$ cat src/rtl/hs_relay_pkg.sv
package hs_relay_pkg;

    // Left side receiver sequencing
    typedef enum logic [0:0] {
        RX_IDLE = 1'b0,
        RX_ACK  = 1'b1
    } rx_state_t;

    // Right side sender sequencing
    typedef enum logic [1:0] {
        TX_IDLE  = 2'd0,
        TX_SETUP = 2'd1,
        TX_WAIT  = 2'd2
    } tx_state_t;

    // Holding register contents
    typedef struct packed {
        logic        full;
        logic [63:0] word;
    } slot_t;

    localparam int unsigned MAX_DW = 64;

    // Receiver may accept only into an empty slot
    function automatic logic rx_accept(rx_state_t s, logic req_s, logic full);
        return (s == RX_IDLE) && req_s && !full;
    endfunction

    // Sender may start only when the right peer has returned to zero
    function automatic logic tx_start(tx_state_t s, logic ack_s, logic full);
        return (s == TX_IDLE) && full && !ack_s;
    endfunction

endpackage

$ cat src/rtl/hs_sync.sv
module hs_sync #(
    parameter int unsigned STAGES = 2
) (
    input  logic clk,
    input  logic rst,
    input  logic d,
    output logic q
);
    localparam int unsigned LAST = STAGES - 1;

    logic [LAST:0] chain;

    genvar i;
    generate
        for (i = 0; i < STAGES; i++) begin : g_stage
            if (i == 0) begin : g_first
                always_ff @(posedge clk) begin
                    if (rst) chain[0] <= 1'b0;
                    else     chain[0] <= d;
                end
            end else begin : g_next
                always_ff @(posedge clk) begin
                    if (rst) chain[i] <= 1'b0;
                    else     chain[i] <= chain[i-1];
                end
            end
        end
    endgenerate

    assign q = chain[LAST];
endmodule

$ cat src/rtl/hs_rx_fsm.sv
module hs_rx_fsm
    import hs_relay_pkg::*;
(
    input  logic clk,
    input  logic rst,
    input  logic req_s,
    input  logic full,
    output logic take,
    output logic ack
);
    rx_state_t st, st_nx;

    assign take = rx_accept(st, req_s, full);

    always_comb begin
        st_nx = st;
        unique case (st)
            RX_IDLE: if (take)   st_nx = RX_ACK;
            RX_ACK:  if (!req_s) st_nx = RX_IDLE;
            default:             st_nx = RX_IDLE;
        endcase
    end

    always_ff @(posedge clk) begin
        if (rst) st <= RX_IDLE;
        else     st <= st_nx;
    end

    assign ack = (st == RX_ACK);
endmodule

$ cat src/rtl/hs_tx_fsm.sv
module hs_tx_fsm
    import hs_relay_pkg::*;
(
    input  logic clk,
    input  logic rst,
    input  logic ack_s,
    input  logic full,
    output logic done,
    output logic req
);
    tx_state_t st, st_nx;

    assign done = (st == TX_WAIT) && ack_s;

    always_comb begin
        st_nx = st;
        unique case (st)
            TX_IDLE:  if (tx_start(st, ack_s, full)) st_nx = TX_SETUP;
            TX_SETUP: st_nx = TX_WAIT;
            TX_WAIT:  if (ack_s) st_nx = TX_IDLE;
            default:  st_nx = TX_IDLE;
        endcase
    end

    always_ff @(posedge clk) begin
        if (rst) st <= TX_IDLE;
        else     st <= st_nx;
    end

    assign req = (st == TX_WAIT);
endmodule

$ cat src/rtl/hs_hold.sv
module hs_hold
    import hs_relay_pkg::*;
#(
    parameter int unsigned DW = 16
) (
    input  logic          clk,
    input  logic          rst,
    input  logic          take,
    input  logic [DW-1:0] din,
    input  logic          done,
    output logic          full,
    output logic [DW-1:0] dout
);
    localparam int unsigned PAD = MAX_DW - DW;

    slot_t slot;

    always_ff @(posedge clk) begin
        if (rst) begin
            slot <= '0;
        end else if (take) begin
            slot.full <= 1'b1;
            slot.word <= {{PAD{1'b0}}, din};
        end else if (done) begin
            slot.full <= 1'b0;
        end
    end

    assign full = slot.full;
    assign dout = slot.word[DW-1:0];
endmodule

$ cat src/rtl/hs_relay.sv
module hs_relay #(
    parameter int unsigned DW          = 16,
    parameter int unsigned SYNC_STAGES = 2
) (
    input  logic          clk,
    input  logic          rst,
    input  logic          req_l,
    output logic          ack_l,
    input  logic [DW-1:0] data_l,
    output logic          req_r,
    input  logic          ack_r,
    output logic [DW-1:0] data_r
);
    logic req_s, ack_s;
    logic take, done, full;

    hs_sync #(.STAGES(SYNC_STAGES)) u_sync_req (
        .clk(clk), .rst(rst), .d(req_l), .q(req_s)
    );

    hs_sync #(.STAGES(SYNC_STAGES)) u_sync_ack (
        .clk(clk), .rst(rst), .d(ack_r), .q(ack_s)
    );

    hs_rx_fsm u_rx (
        .clk(clk), .rst(rst), .req_s(req_s), .full(full),
        .take(take), .ack(ack_l)
    );

    hs_tx_fsm u_tx (
        .clk(clk), .rst(rst), .ack_s(ack_s), .full(full),
        .done(done), .req(req_r)
    );

    hs_hold #(.DW(DW)) u_hold (
        .clk(clk), .rst(rst), .take(take), .din(data_l),
        .done(done), .full(full), .dout(data_r)
    );
endmodule

$ cat config.mk
export PLATFORM = sky130hd
export DESIGN_NAME = hs_relay
export DESIGN_NICKNAME = d
export VERILOG_FILES = /design/src/rtl/hs_relay_pkg.sv /design/src/rtl/hs_sync.sv /design/src/rtl/hs_rx_fsm.sv /design/src/rtl/hs_tx_fsm.sv /design/src/rtl/hs_hold.sv /design/src/rtl/hs_relay.sv
export SDC_FILE = /design/constraint.sdc
export NUM_CORES = 1
export LEC_CHECK = 0
export ABC_AREA = 1
export BUFFER_PORTS_ARGS = -buffer_cell sky130_fd_sc_hd__buf_2
export CAP_MARGIN = 20
export CORE_MARGIN = 3
export CORE_UTILIZATION = 46
export CTS_CLUSTER_DIAMETER = 30
export DETAILED_ROUTE_END_ITERATION = 8
export GPL_TIMING_DRIVEN = 0
export PLACE_DENSITY = 0.89
export SLEW_MARGIN = 20
export SYNTH_ARGS = -nofsm -noshare
export SYNTH_HDL_FRONTEND = slang
export SYNTH_SLANG_ARGS = --single-unit
$ cat constraint.sdc
create_clock -name clk -period 1 [get_ports clk]
set_input_delay 0.15 -clock clk [delete_from_list [all_inputs] [get_ports clk]]
set_output_delay 0.15 -clock clk [all_outputs]
set_load 0.01 [all_outputs]
; Yosys cells after proc, flatten, opt, wreduce, memory -nomap -nowiden
; Index checks and enable logic that the tools add are counted.
[classes]
eq_ne = 4
mux = 8
n_bitwise = 1
n_reduce_logical = 10
[ops]
columns = op, count
row1 = case mux 2 bit (3 select lines), 1
row2 = logical AND 1 bit, 5
row3 = two-way mux 1 bit, 4
row4 = two-way mux 2 bit, 2
row5 = == test 2 x 1 -> 1 bit (second input constant), 1
row6 = == test 2 bit (second input constant), 1
row7 = logical NOT 1 bit, 2
row8 = logical NOT 2 bit, 1
row9 = inequality test 2 x 1 -> 1 bit (second input constant), 1
row10 = inequality test 2 bit (second input constant), 1
row11 = case mux 1 bit (2 select lines), 1
row12 = AND reduction 2 bit, 1
row13 = nonzero test 2 bit, 1
row14 = inverter 1 bit, 1
[word_totals]
register_bits = 24
inputBits = 20
output_inout_bits = 18

; Logic depth before layout (Yosys ltp)
[depth]
ltp_word = 5
mapped_depth = 6
depth_no_buf = 5

; Cells and area by module
; Synthesis repeated with hierarchy kept, for this count alone.
[hier_totals]
cells_unflattened = 107
area_unflattened_um2 = 835.8
[modules_own_cells]
columns = module, instances, cells_per_inst, area_per_inst_um2
row1 = hs_hold, 1, 73, 588.1
row2 = hs_sync, 2, 6, 55.1
row3 = hs_tx_fsm, 1, 14, 91.3
row4 = hs_rx_fsm, 1, 8, 46.3

; Least setup slack after synthesis
; Ideal clock, no wire load.
[synth_path]
kind = register to register
start = register u_rx.st (netlist: u_rx.ack)
end = register u_hold.slot (netlist bit u_hold.dout[10])
setup_time_ns = 0.113
arrival_ns = 0.816
setup_slack_ns = 0.071
stages_incl_launch_ff = 6
n_path_buf = 1
period_less_slack_ns = 0.929
path_cell_list = dfxtp_1 > inv_1 > nand3_4 > buf_4 > nor2_1 > nor2_1
[synth_via]
elab_chain_len = 3
[synth_lines]
columns = item, line_no
row1 = start: declaration, hs_rx_fsm.sv:11  ; rx_state_t st, st_nx;
row2 = start signal: assignment, hs_rx_fsm.sv:26  ; else st <= st_nx;
row3 = inverter 1 bit, hs_relay_pkg.sv:26  ; return (s == RX_IDLE) && req_s && !full;
row4 = logical AND 1 bit (2 in a row), hs_relay_pkg.sv:26
row5 = end: declaration, hs_hold.sv:16  ; slot_t slot;
; No other way between the ends.
; A chain may end at the register's enable or synchronous reset.

; Final worst setup path
[layout_path]
start = register u_tx.st[1]
end = output req_r
[layout_via]
elab_chain_len = 1
[layout_lines]
columns = item, line_no
row1 = start: declaration, hs_tx_fsm.sv:11  ; tx_state_t st, st_nx;
row2 = start signal: assignment, hs_tx_fsm.sv:27  ; else st <= st_nx;
row3 = == test 2 bit, hs_tx_fsm.sv:30  ; assign req = (st == TX_WAIT);
row4 = end: declaration, hs_relay.sv:10  ; output logic req_r,
; No other way between the ends.

==> results by group <==
Clock network
  • Root Driver: clkbuf_4
  • CTS HTree Levels: 1
  • CTS Buf Count: 3
  • CTS tree: yes
  • CTS max path bufs: 2
  • Clock Latency Late Sink: 0.31 ns
  • CTS clk-pin slew, worst paths: 0.14 ns
  • Hold_buf cts: 0
  • CTS sink cnt: 24

Detailed routing
  • Via density: 4.40
  • Drt wl/cell: about 11 µm
  • Drt first pass iters: 4
  • DR vias: 916
  • WL final: 2270 µm
  • Iteration-0 DRC count of the detailed router: 17
  • Remaining routing DRC violations: 0
  • DRT antenna net count: 0

Timing
  • PnR worst setup slack: -0.0161 ns
  • Final hold violations: 0
  • Rel. slew slack: 87.1%
  • Crit path time final: around 1.0 ns
  • Hold Slack: 0.0352 ns
  • Fmax: 0.984 GHz
  • Final setup viols: 1
  • Final worst path period share: 102%
  • Final Max Slew Viols: 0
  • RSZ-0062 raised after global routing: true
  • Post-Route Skew: around 0.014 ns
  • Slew @ Worst Pin: 0.192 ns

Worst setup path
  • Worst reg2reg setup slack: 0.01 ns
  • Critical path's largest stage delay: between 0.3 and 0.4 ns
  • Slowest stage cell, crit path: dfxtp_2
  • Worst r2r dst: u_hold.dout[12]
  • WS Path Type: reg2out
  • Critical Path Source Type: flip-flop
  • Worst setup endpoint: req_r
  • Crit. Startpoint: u_tx.st[1]
  • Crit path cell chain: inv_1 > nor2_1 > buf_2
  • Critical path peak fanout: 2
  • CP endpoint kind: output pin
  • Critical Path RT: between 0.8 and 0.9 ns
  • Reg2reg path depth: 6
  • Critical path arrival: 0.87 ns
  • Worst R2R Start: u_hold.full

Global routing
  • Gr ovfl total: 0
  • Initial antenna violation count: 0
  • First-pass GRT wire length: 3310 µm
  • Tot GR Track Use: 16.9%
  • Vias in the first global route: ~820
  • Pin count of the biggest net entering global routing: 14

Outcome
  • Failing checks: setup timing
  • Status: complete, but fails checks

Logic synthesis
  • FF+latch count, synth: 24
  • Total of warnings raised by yosys: 0
  • Post-synth cell types: 12
  • Post-synth top area cell: dfxtp_1
  • Syn nets: about 150
  • Most area-consuming cells after synthesis: dfxtp_1 (51%), nor2_1 (15%), nand2_1 (14%)
  • Yosys top cell area share: 51.2%
  • Post-synthesis sequential area ratio: 51.2%
  • Synth Instances: between 100 and 150
  • Mapped cell area: 938 µm²
  • Syn_area_per_cell: 7.06 µm²

Finish
  • Register area: 493 µm²
  • Final Cell Area: 1380 µm²
  • Area growth from synthesis to final layout: 46.5%
  • Most frequent cells in the layout: buf_2 (37), nor2_1 (30), inv_1 (23), nand2_1 (23), dfxtp_1 (18)
  • Layout cells sized above 1: between 40 and 50%
  • Nets@finish: 204
  • Multi-input gate area: 389 µm²
  • Fill cells: approximately 150
  • Antenna cells: 0
  • Most common cell after layout, fill and taps aside: buf_2

Min path
  • Hold crit path type: in2reg
  • Hold path start: data_l[7]

Flow run
  • Max Cap Viol: 0

Pwr
  • PD cells: 1330 nW/µm²
  • Pleak: 0.748 nW
  • Tot Pwr: 1.83 mW
  • Maximum VDD drop: 0.00118 V

Place
  • HPWL Detailed: 1510 µm
  • Port bufs: 37
  • Placer congestion estimate: 0.678
  • Placed cell area: 1150 µm²

Die
  • Horiz. Die Dim: 51.2 µm
  • Core area: 1820 µm²
  • Starting Density: between 50% and 60%
  • Rows: 15
  • IO Pins: 38
  • Die area: 2620 µm²
  • Chip Height: 51.2 µm
[worst max-delay path, delay by kind of cell, from the launching register on]
family                 cells  cell delay (ns)
flip-flops                 1             0.34
buffers and inverters      2             0.16
AND/OR/NAND/NOR            1             0.07
[cells by family after synthesis]
group                  after synthesis  share of synthesized area, %
and+or+nand+nor                     75                          31.9
AOI/OAI and AO/OA                    4                          2.13
DFF                                 24                          51.2
buffers and inverters               30                          14.8
[synthesized netlist by cell type, drive strengths merged]
| cell type | n |
|---|---|
| nor4 | 1 |
| nand3 | 2 |
| dfxtp | 24 |
| a21oi | 3 |
| inv | 26 |
| nand2 | 35 |
| o21ai | 1 |
| buf | 4 |
| nor2 | 37 |
[how the worst min path moves through the flow]
stage                          end  slack (ns)  depth (start not counted)
3_5_place_dp   u_sync_ack.chain[0]        0.36                          3
4_1_cts        u_sync_ack.chain[0]        0.03                          3
5_1_grt        u_sync_ack.chain[0]        0.03                          3
2_1_floorplan          u_hold.full        0.22                          1
6_report            u_hold.dout[7]        0.04                          3
3_3_place_gp   u_sync_req.chain[0]        0.35                          3
[stage by stage]
stage	setup TNS [ns]	std cells	utilization, %	setup slack (ns)
after floorplan	0	133	-	0.0711
after global placement	0	195	63.4	0.0582
after detailed placement	-0.0103	195	63.4	-0.0103
after CTS	-0.0378	200	66.1	-0.0378
after global routing	-0.510	208	75.5	-0.0885
final	-0.0161	208	75.5	-0.0161
[per-layer routing]
| metal | part of all wire [%] | up-vias | GRT usage (%) |
|---|---|---|---|
| met5 | 0 | - | 0 |
| met2 | 52 | 19 | 30.3 |
| met3 | 4.6 | 2 | 3.79 |
| met4 | 0.75 | 0 | 8.07 |
| li1 | - | 482 | - |
| met1 | 42 | 413 | 18.7 |
[layout make-up]
class	instances	area share [%]
tap	25	2.27
clock buffer	4	2.64
buffer	4	3.55
multi-input combinational	80	28.3
inverter	26	7.46
sequential	24	35.9
timing repair buffer	45	19.9
[state kept, by name, indices dropped and copies added (netlist names)]
| signal | flops |
|---|---|
| u_hold.dout | 16 |
| u_tx.st | 2 |
| u_hold.full | 1 |
| u_rx.ack | 1 |
| u_sync_ack.chain | 1 |
| u_sync_ack.q | 1 |
| u_sync_req.chain | 1 |
| u_sync_req.q | 1 |
[report_power, final]
group,leakage (nW),internal (mW),total (mW),switching [mW]
Clock,0.0210,0.222,0.505,0.283
Combinational,0.527,0.141,0.298,0.156
Sequential,0.200,1.00,1.03,0.0258
[what timing repair did]
item                                    4_1_cts  5_1_grt
endpoints found under the setup margin        4       19
cloned                                        0        4
resized for setup                             2       37
pin swaps                                     0        7
buffers inserted                              1        4
Note: power is estimated with default switching activity, not from simulation.
